File: src/rtl/wdog_countdown.sv
module wdog_countdown #(
  parameter int DIV = 10
) (
  input  logic        clk,
  input  logic        rst_n,
  input  logic [2:0]  bus_addr,
  input  logic        bus_wr,
  input  logic [15:0] bus_wdata,
  output logic [15:0] bus_rdata,
  input  logic [15:0] ev_set,
  output logic        irq
);
  localparam logic [2:0] A_CTRL = 3'd0;
  localparam logic [2:0] A_CLO  = 3'd1;
  localparam logic [2:0] A_CHI  = 3'd2;
  localparam logic [2:0] A_STAT = 3'd3;
  localparam logic [2:0] A_MASK = 3'd4;

  logic        run_q;
  logic [31:0] cnt_q;
  logic [15:0] stat_q;
  logic [15:0] mask_q;
  logic        tick;

  wire wr_ctrl   = bus_wr && bus_addr == A_CTRL;
  wire wr_lo     = bus_wr && bus_addr == A_CLO;
  wire wr_hi     = bus_wr && bus_addr == A_CHI;
  wire wr_stat   = bus_wr && bus_addr == A_STAT;
  wire wr_mask   = bus_wr && bus_addr == A_MASK;
  wire stop_cmd  = wr_ctrl && bus_wdata[1];
  wire start_cmd = wr_ctrl && bus_wdata[0] && !bus_wdata[1];
  wire dec_en    = tick && !stop_cmd && !wr_lo && !wr_hi;
  wire uflow     = dec_en && cnt_q == 32'd0;

  generate
    if (DIV <= 1) begin : g_nodiv
      assign tick = run_q;
    end else begin : g_div
      localparam int PW = $clog2(DIV);
      logic [PW-1:0] pre_q;
      always_ff @(posedge clk or negedge rst_n) begin
        if (!rst_n)
          pre_q <= '0;
        else if (!run_q || start_cmd || wr_lo || wr_hi || pre_q == PW'(DIV - 1))
          pre_q <= '0;
        else
          pre_q <= pre_q + 1'b1;
      end
      assign tick = run_q && pre_q == PW'(DIV - 1);
    end
  endgenerate

  always_ff @(posedge clk or negedge rst_n) begin
    if (!rst_n)
      run_q <= 1'b0;
    else if (stop_cmd)
      run_q <= 1'b0;
    else if (start_cmd)
      run_q <= 1'b1;
  end

  always_ff @(posedge clk or negedge rst_n) begin
    if (!rst_n) begin
      cnt_q <= '0;
    end else if (wr_lo || wr_hi) begin
      if (wr_lo) cnt_q[15:0]  <= bus_wdata;
      if (wr_hi) cnt_q[31:16] <= bus_wdata;
    end else if (uflow) begin
      cnt_q <= '1;
    end else if (dec_en) begin
      cnt_q <= cnt_q - 32'd1;
    end
  end

  always_ff @(posedge clk or negedge rst_n) begin
    if (!rst_n) begin
      stat_q <= '0;
      mask_q <= '0;
    end else begin
      stat_q <= (stat_q & ~(wr_stat ? bus_wdata : 16'h0)) | ev_set | {15'h0, uflow};
      if (wr_mask) mask_q <= {1'b0, bus_wdata[14:0]};
    end
  end

  assign irq = |(stat_q & mask_q);

  always_comb begin
    case (bus_addr)
      A_CTRL:  bus_rdata = {14'h0, !run_q, run_q};
      A_CLO:   bus_rdata = cnt_q[15:0];
      A_CHI:   bus_rdata = cnt_q[31:16];
      A_STAT:  bus_rdata = stat_q;
      A_MASK:  bus_rdata = mask_q;
      default: bus_rdata = 16'h0;
    endcase
  end
endmodule


File: config.mk
export PLATFORM = sky130hd
export DESIGN_NAME = wdog_countdown
export DESIGN_NICKNAME = d
export VERILOG_FILES = /design/src/rtl/wdog_countdown.sv
export SDC_FILE = /design/constraint.sdc
export NUM_CORES = 1
export LEC_CHECK = 0
export ABC_AREA = 1
export BUFFER_PORTS_ARGS = -buffer_cell sky130_fd_sc_hd__buf_2
export CAP_MARGIN = 10
export CORE_ASPECT_RATIO = 0.75
export CORE_MARGIN = 2
export CORE_UTILIZATION = 55
export DETAILED_ROUTE_END_ITERATION = 8
export PLACE_DENSITY = 0.76
export SYNTH_ARGS = -nofsm -noshare
export SYNTH_HDL_FRONTEND = slang
export SYNTH_SLANG_ARGS = --single-unit
File: constraint.sdc
create_clock -name clk -period 2.9 [get_ports clk]
set_input_delay 0.29 -clock clk [delete_from_list [all_inputs] [get_ports clk]]
set_output_delay 0.29 -clock clk [all_outputs]
set_load 0.05 [all_outputs]
# ---- After elaboration in Yosys (flattened, before gate mapping)
# Index checks and enable logic that the tools add are counted.
dict set report word_totals {
  ram_bits 0
  mem_bits_ro 0
  latchBits 0
  memories 0
  inputBits 38
  regBits 68
  output_inout_bits 17
  elab_cells 60
}
dict set report classes {
  n_eq_ne 7
  bitwise_logic 5
  mux 10
  magnitude_cmp 0
  mul 0
  n_addsub 2
  n_shift 0
  n_reduce_logical 30
  div_mod_pow 0
}
# operator n
set ops {}
lappend ops {{two-way mux 32 bit} 3}
lappend ops {{case mux 16 bit (5 select lines)} 1}
lappend ops {{two-way mux 16 bit} 3}
lappend ops {{logical NOT 32 bit} 1}
lappend ops {{subtractor 32 x 1 -> 32 bit, second input constant} 1}
lappend ops {{AND 16 x 15 -> 16 bit} 1}
lappend ops {{AND 16 bit} 1}
lappend ops {{NOT 16 bit} 1}
lappend ops {{OR 16 x 1 -> 16 bit} 1}
lappend ops {{OR 16 bit} 1}
lappend ops {{OR reduction 16 bit} 1}
lappend ops {{logical AND 1 bit} 13}
lappend ops {{equality test 3 x 2 -> 1 bit, second input constant} 2}
lappend ops {{logical NOT 1 bit} 5}
lappend ops {{logical OR 1 bit} 5}
lappend ops {{adder 4 x 1 -> 4 bit, second input constant} 1}
lappend ops {{equality test 4 bit, second input constant} 1}
lappend ops {{two-way mux 4 bit} 1}
lappend ops {{!= test 2 bit, second input constant} 2}
lappend ops {{AND reduction 2 bit} 2}
lappend ops {{equality test 3 x 1 -> 1 bit, second input constant} 1}
lappend ops {{equality test 3 bit, second input constant} 1}
lappend ops {{logical NOT 3 bit} 1}
lappend ops {{nonzero test 3 bit} 1}
lappend ops {{2 further kinds} 3}

# ---- Logic depth before layout (Yosys ltp)
# Gate-level depths: netlist of run 1.
dict set report depth {
  depth_word 10
  depth_mapped 11
  depth_no_buf 11
}

# ---- Least setup slack after synthesis of run 1
# Ideal clock, no wire load.
dict set report synth_timing {
  path_kind {input -> output}
  startpoint {input port bus_addr[2]}
  endpoint {output port bus_rdata[10]}
  t_arrival_ps 1642
  setup_slack_ps 968
  stages 4
  t_required_ps 2610
  n_path_buf 1
  path_cell_list {inv_2 nand3_1 clkbuf_1 o2111ai_1}
}
dict set report synth_via {
  elab_chain_cells 2
  word_cells_on_any_way 6
  cone_classes {eq/ne: 4; mux: 1; reduce/logical: 1}
}
# item line
set synth_lines {}
lappend synth_lines {{start, declared} 6} ;# input logic [2:0] bus_addr,
lappend synth_lines {{equality test 3 bit, or another cell as far along} 88} ;# case (bus_addr)
lappend synth_lines {{case mux 16 bit (5 select lines) (*)} 88}
lappend synth_lines {{end, declared} 9} ;# output logic [15:0] bus_rdata,
# Every way passes the cells marked *; elsewhere a longest branch is shown, timed or not.

# ---- Worst setup path in the final report of run 1
dict set report layout_timing {
  startpoint {input port bus_addr[2]}
  endpoint {output port bus_rdata[1]}
}
# The elaborated chain is that of the path after synthesis.

==> results by group, run 1 <==
Run status
  • Status: finished clean

Floorplan
  • Die H: 82.94 µm
  • Die ar.: 0.009061 mm²
  • Initial Util: 0.5721
  • Die width: 109.3 µm
  • Core ar.: 0.007988 mm²
  • Top Ports: 55
  • FP Rows: 28

Synthesis
  • Synth warn: 0
  • Mapped Avg Cell Area: 6.622 µm²
  • Syn nets: 731
  • Synth Register Bits: 68
  • Sequential area share after synthesis: 0.3724
  • Synth Cell Area: 0.004569 mm²
  • Cells after synthesis: 690
  • Distinct cells, synth: 38

Critical path
  • Most used cell, CP: buf_2
  • Cells along the critical path: buf_2 > inv_2 > nand3_1 > o211ai_1 > a221o_1 > buf_2
  • Crit-path slowest cell: nand3_1
  • WP data arrival: 1.92 ns
  • Worst path max stage delay: 0.53 ns
  • Critical path startpoint category: primary input
  • Critical path buffer and inverter count: 3
  • Crit path max fanout: 16
  • WP data required: 2.61 ns
  • CP Class: primary input to output port
  • Crit. End Element: output port
  • CP delay by family, top: compound AO/OA/AOI/OAI gates

Placed design
  • DP HPWL: 9.666 mm
  • Routability cong.: 0.9797
  • Port bufs: 54

CTS
  • Post-CTS sizing: 0
  • Clk Latency, worst-skew pair: 0.36 ns
  • CTS root buffer: clkbuf_8
  • H-tree levels: 3
  • Reg clk slew, reported paths: 0.07 ns
  • CTS tree: built
  • Max Buffers Root-to-Sink: 2
  • Post-cts hold buffer count: 0
  • Num CTS Buffers: 9
  • Clk sink count: 68
  • Post-CTS Setup Bufs: 0

Global route
  • GR Layer Usage met3: 0.06358
  • Global Route Usage Sum: 0.3027
  • First-pass GRT wire length: 21.56 mm
  • Vias in the first global route: 4,426
  • Initial antenna violation count: 0
  • Grt met2 use: 0.4641
  • Remaining global-route overflow: 0
  • Largest net degree at the start of global routing: 36
  • Met1 usage: 0.4240
  • GRT Max-Usage Layer: met2

Final layout
  • Most frequent cells in the layout: nand2_1, nor2_1, inv_1
  • Core Util, Final: 0.6346
  • Ant diodes: 0
  • Share of layout cells above drive strength 1: 0.1456
  • Layout area overhead: 10.93%
  • Post-layout net count: 780
  • Number of fill cells in the layout: 769
  • Commonest non-fill, non-tap cell in the layout: nand2_1

Timing
  • Final Slew Violations: 0
  • Clock Skews: 0.007356 ns
  • Setup Viol. Count Final: 0
  • Sum Neg Setup Slack: 0 ns
  • Final hold violations: 0
  • Worst slew pin tran: 1.136 ns
  • RSZ-0062 raised after global routing: no
  • Final worst path period need: 2.206 ns
  • Rel. slew slack: 0.2416
  • Final worst-path cycle share: 0.7608
  • Peak Freq: 453.2 MHz

Detailed routing
  • Initial DRC Count: 385
  • DR WL/cell: 15.06 µm
  • Vias after detailed routing: 4,646
  • Antenna-violating nets left: 0
  • Drt total wl: 12.76 mm
  • Vias per cell: 5.485
  • First-pass detailed-route iteration total: 7
  • # DRC: 0

Power
  • Gate power share: 0.312
  • Net Switching: 0.001236 W
  • Clk pwr share: 0.227
  • Worst vdd ir: 0.3253 mV
  • Cell Pwr Density: 595.6 mW/mm²
  • Leak: 2.667 nW
  • Sequential share of power: 0.461
  • Internal power: 0.001782 W
  • Switching Fraction: 0.4096

Run
  • Max cap viols: 0

Min path
  • Worst Hold Class: primary input to asynchronous set/reset pin
==> per-stage QoR <==
step | instance area, µm² | setup WS [ns] | instances | total power, W | hold WS [ns]
finish | 5069 | 0.6935 | 847 | 0.003019 | 0.01710
global route | 5069 | 0.5901 | 847 | 0.003213 | 0.08359
CTS | 5069 | 0.7160 | 847 | 0.003013 | 0.04994
detailed placement | 4912 | 0.5957 | 833 | 0.002331 | 0.4297
global placement | 4912 | 0.7301 | 833 | 0.002296 | 0.4285
floorplan | 4569 | 0.9682 | 690 | 0.002043 | -0.005591
==> synthesized netlist by cell type <==
cell	n	share of area
nand2_1	226	0.19
a21oi_2	6	0.012
a21o_1	1	0.0016
o21ai_1	1	0.0011
inv_2	3	0.0025
o21bai_1	1	0.0016
o21ai_0	43	0.047
xor2_1	11	0.021
o21ai_2	2	0.0038
nor2_2	7	0.0096
nor2_1	108	0.089
inv_1	93	0.076
buf_4	2	0.0033
a31oi_1	7	0.0096
nand3_1	20	0.022
nand3b_1	3	0.0049
o22ai_1	1	0.0014
nand3_2	7	0.015
o21a_1	1	0.0016
or4_1	1	0.0016
buf_6	1	0.0025
a221oi_1	1	0.0019
clkbuf_1	8	0.0066
a21oi_1	18	0.020
nor2_8	1	0.0044
o211ai_1	1	0.0016
buf_2	9	0.0099
nor2_4	1	0.0025
ha_1	3	0.0082
nand2_2	7	0.0096
nor3_1	1	0.0011
nand2_4	3	0.0074
xnor2_1	1	0.0019
a221o_1	1	0.0022
dfrtp_1	68	0.37
o221ai_1	1	0.0019
o2111ai_1	13	0.025
nand4_1	8	0.011
==> cell type report <==
type                    instances  area (µm²)  share of cell area
repair buffers                 58       312.8             0.06171
flip-flops and latches         68        1702              0.3357
clock buffers                  11       141.4             0.02789
well taps                     105       131.4             0.02592
inverters                      96       360.3             0.07109
clock inverters                 3       15.01            0.002962
multi-input cells             506        2406              0.4747
==> sequential cells by signal, summed over array words and instances, names as in the netlist <==
signal,flops
cnt_q,32
stat_q,16
g_div.pre_q,4
run_q,1
mask_q,15
==> kinds of logic (layout without fill, tap and decap cells) <==
group | after synthesis | in the layout | synth area share
fa+ha+maj | 3 | 3 | 0.008216
flops | 68 | 68 | 0.3724
buf+inv | 116 | 168 | 0.1010
simple gates | 393 | 393 | 0.3636
xor+xnor | 12 | 12 | 0.02300
compound gates | 98 | 98 | 0.1317
==> layer usage <==
metal | up-vias | wire [µm]
li1 | 2261 | -
met1 | 2164 | 5783
met2 | 196 | 5724
met3 | 25 | 972
met4 | 0 | 276
met5 | - | 0
==> worst paths after layout <==
kind                                          start                    end  slack [ns]  cells after the start
setup / recovery                        bus_addr[2]           bus_rdata[1]        0.69                      6
hold / removal                                rst_n  mask_q[1]$_DFFE_PN0P_        0.02                      1
setup reg to reg           g_div.pre_q[1]$_DFF_PN0_  cnt_q[23]$_DFFE_PN0P_        0.85                     10
hold reg to reg                stat_q[15]$_DFF_PN0_   stat_q[15]$_DFF_PN0_        0.49                      1
max in group asynchronous                     rst_n  cnt_q[28]$_DFFE_PN0P_        2.21                      2
min in group clk                         ev_set[10]   stat_q[10]$_DFF_PN0_        0.11                      3
==> power groups by stage <==
stage               Sequential [W]  Clock [W]  Combinational [W]
global route               0.00142   0.000736            0.00106
global placement           0.00139          0           0.000907
floorplan                  0.00132          0           0.000728
finish                     0.00139   0.000685           0.000942
detailed placement         0.00140          0           0.000935
CTS                        0.00138   0.000693           0.000939
Note: power is estimated with default switching activity, not from simulation.
==> run 2, diff against run 1 <==
--- a/config.mk
+++ b/config.mk
@@ -5,14 +5,14 @@
 export SDC_FILE = /design/constraint.sdc
 export NUM_CORES = 1
 export LEC_CHECK = 0
-export ABC_AREA = 1
+export ABC_AREA = 0
 export BUFFER_PORTS_ARGS = -buffer_cell sky130_fd_sc_hd__buf_2
 export CAP_MARGIN = 10
 export CORE_ASPECT_RATIO = 0.75
 export CORE_MARGIN = 2
-export CORE_UTILIZATION = 55
+export CORE_UTILIZATION = 53
 export DETAILED_ROUTE_END_ITERATION = 8
-export PLACE_DENSITY = 0.76
+export PLACE_DENSITY = 0.77
 export SYNTH_ARGS = -nofsm -noshare
 export SYNTH_HDL_FRONTEND = slang
 export SYNTH_SLANG_ARGS = --single-unit
==> constraint.sdc (replaced) <==
create_clock -name clk -period 1.8 [get_ports clk]
set_input_delay 0.18 -clock clk [delete_from_list [all_inputs] [get_ports clk]]
set_output_delay 0.18 -clock clk [all_outputs]
set_load 0.05 [all_outputs]
==> results by group, run 2 <==
CTS
  • Max Buffers Root-to-Sink: 2
  • CTS tree: built
  • Clk Latency, worst-skew pair: 0.37 ns
  • CTS root buffer: clkbuf_8
  • H-tree levels: 3
  • Clk sink count: 68
  • Num CTS Buffers: 9
  • Reg clk slew, reported paths: 0.09 ns

Synthesis
  • Area contributors post-synth: dfrtp_1, a22oi_1, mux2_2, a41o_1, mux2i_1
  • Area leader, netlist: dfrtp_1
  • Post-synth EDFFs: 0
  • Mapped Avg Cell Area: 9.211 µm²
  • Most common library cells after synthesis: dfrtp_1, nor2_1, nand2_1, a22oi_1, clkbuf_1
  • Cells after synthesis: 456
  • Distinct cells, synth: 58
  • Top_reg_cell synth: dfrtp_1
  • Most common cell in the netlist: dfrtp_1
  • Fraction of registers with async set/reset: 1.000
  • Sequential area share after synthesis: 0.4051
  • Synth Register Bits: 68
  • Synth warn: 0
  • Syn nets: 497
  • Synth Cell Area: 0.004200 mm²
  • Top cell type's share of synthesized area: 0.4051

Final layout
  • Biggest registers after layout: cnt_q (32), stat_q (16), mask_q (15)
  • Max reg flops: 32
  • Register area: 0.001704 mm²
  • Layout area overhead: 49.90%
  • Multi-input gate area: 0.002615 mm²
  • Share of layout cells above drive strength 1: 0.4268
  • Number of fill cells in the layout: 444
  • Ant diodes: 0
  • Most frequent cells in the layout: buf_4, dfrtp_1, buf_2
  • Biggest register: cnt_q
  • Post-layout net count: 664
  • Commonest non-fill, non-tap cell in the layout: buf_4

Placed design
  • Port bufs: 54
  • DP HPWL: 10.20 mm
  • Routability cong.: 0.9040

Critical path
  • Worst r2r path cells: 6
  • Critical path startpoint category: register
  • CP Class: register to register
  • WP data required: 2.10 ns
  • R2r startpoint: cnt_q[27]$_DFFE_PN0P_
  • Worst R2R Setup Slack: -0.82 ns
  • Start point of the critical path: cnt_q[27]$_DFFE_PN0P_
  • Crit path max fanout: 22
  • Crit. End Element: register
  • WP data arrival: 2.92 ns
  • Worst r2r dst: cnt_q[1]$_DFFE_PN0P_

Floorplan
  • FP Rows: 28
  • Top Ports: 55
  • Initial Util: 0.5401
  • Core ar.: 0.007777 mm²
  • Die width: 106.8 µm
  • Die ar.: 0.008661 mm²
  • Die H: 81.10 µm

Timing
  • Worst slew pin tran: 0.5434 ns
  • Sum Neg Setup Slack: -18.27 ns
  • Final worst-path cycle share: 1.456
  • Peak Freq: 381.7 MHz
  • RSZ-0062 raised after global routing: yes
  • Final worst path period need: 2.620 ns
  • Final hold violations: 0
  • Hold slack final: 0.007583 ns
  • Clock Skews: 0.01221 ns
  • Setup Viol. Count Final: 33
  • Rel. slew slack: 0.6344
  • Setup ws final: -0.8201 ns
  • Final Slew Violations: 0

Power
  • Worst vdd ir: 0.6779 mV
  • Cell Pwr Density: 880.1 mW/mm²
  • Leak: 2.890 nW

Global route
  • GRT Max-Usage Layer: met2
  • GR Layer Usage met3: 0.09230
  • Largest net degree at the start of global routing: 69
  • Remaining global-route overflow: 0
  • Grt met2 use: 0.5841
  • Global Route Usage Sum: 0.3672
  • Met1 usage: 0.4759
  • Initial antenna violation count: 0
  • First-pass GRT wire length: 24.17 mm
  • Vias in the first global route: 4,706

Detailed routing
  • Drt total wl: 17.32 mm
  • Antenna-violating nets left: 0
  • # DRC: 0
  • Vias per cell: 6.932
  • Vias after detailed routing: 5,081
  • Initial DRC Count: 752
  • First-pass detailed-route iteration total: 6
  • DR WL/cell: 23.63 µm

Run
  • Max cap viols: 0

Min path
  • Worst Hold Class: primary input to register
  • Hold Path End: stat_q[0]$_DFF_PN0_
  • Hold depth: 3
  • Worst Hold Launch: ev_set[0]

Run status
  • Violations in the final reports: setup timing
  • Status: finished with violations
-- run 2: cell types whose count changed after synthesis, moves of 17 or more --
cell and delta:
a22oi_1 +32, nor2_1 -72, clkbuf_1 +20, nand3_1 -17
nand2_1 -192, o21ai_0 -35, inv_1 -73, o31ai_1 +18
-- run 2: cell type report --
cell class / instances / share of cell area
Multi-Input combinational cell: 334 / 0.4153
Sequential cell: 68 / 0.2707
Timing Repair Buffer: 190 / 0.2430
Tap cell: 105 / 0.02087
Clock buffer: 10 / 0.02027
Clock inverter: 6 / 0.01789
Inverter: 20 / 0.01192
-- run 2: power by group --
group / leakage (nW) / internal, W / switching (W)
sequential: 0.748 / 0.00178 / 0.000229
clock: 0.120 / 0.000924 / 0.000676
combinational: 2.02 / 0.000902 / 0.00103
-- run 2: repair_timing --
item | CTS | global route
hold endpoints to repair | 82 | 0
gates cloned | 1 | 1
pin swaps | 9 | 18
hold buffers | 15 | 0
setup endpoints to repair | 39 | 46
buffers inserted | 6 | 15
resized for setup | 36 | 37
-- run 2: critical path, cell delays in order (launching register included) --
cell and delay, ns:
dfrtp_1 0.39, or4_4 0.55, or4_4 0.44, or4b_4 0.53
buf_12 0.19, a311o_1 0.37, o21ai_1 0.09
-- run 2: per-layer routing --
layer	vias to the layer above	wire [µm]	share of wire
met5	-	0	0
met4	0	856	0.049
met3	115	2371	0.14
met2	475	7830	0.45
met1	2396	6259	0.36
li1	2095	-	-
-- run 2: how the worst max path moves through the flow --
| stage | end | slack [ns] | cells past startpoint |
|---|---|---|---|
| 6_report | cnt_q[1]$_DFFE_PN0P_ | -0.82 | 6 |
| 2_1_floorplan | cnt_q[0]$_DFFE_PN0P_ | -0.79 | 7 |
| 3_5_place_dp | cnt_q[1]$_DFFE_PN0P_ | -0.79 | 6 |
| 5_1_grt | cnt_q[1]$_DFFE_PN0P_ | -0.86 | 6 |
| 3_3_place_gp | cnt_q[0]$_DFFE_PN0P_ | -0.75 | 6 |
| 4_1_cts | cnt_q[1]$_DFFE_PN0P_ | -0.77 | 6 |
-- run 2: cells by family (layout without fill, tap and decap cells) --
group / after synthesis / in the layout / synth area share
AOI/OAI and AO/OA: 162 / 162 / 0.2881
xor gates and xnor gates: 3 / 3 / 0.006257
adders and majority gates: 3 / 3 / 0.008938
buffers and inverters: 54 / 226 / 0.05064
DFF: 68 / 68 / 0.4051
muxes: 29 / 29 / 0.07358
and+or+nand+nor: 137 / 137 / 0.1674
-- run 2: through the flow --
stage	worst slack [ns]	std cells	power, W	cell area [µm²]	util
2_1_floorplan	-0.7897	456	0.002904	4359	-
6_report	-0.8201	733	0.005541	6296	0.8095
3_5_place_dp	-0.7937	681	0.003684	5466	0.7029
4_1_cts	-0.7749	719	0.005316	6033	0.7757
5_1_grt	-0.8599	733	0.005692	6296	0.8095
3_3_place_gp	-0.7467	681	0.003615	5466	0.7029
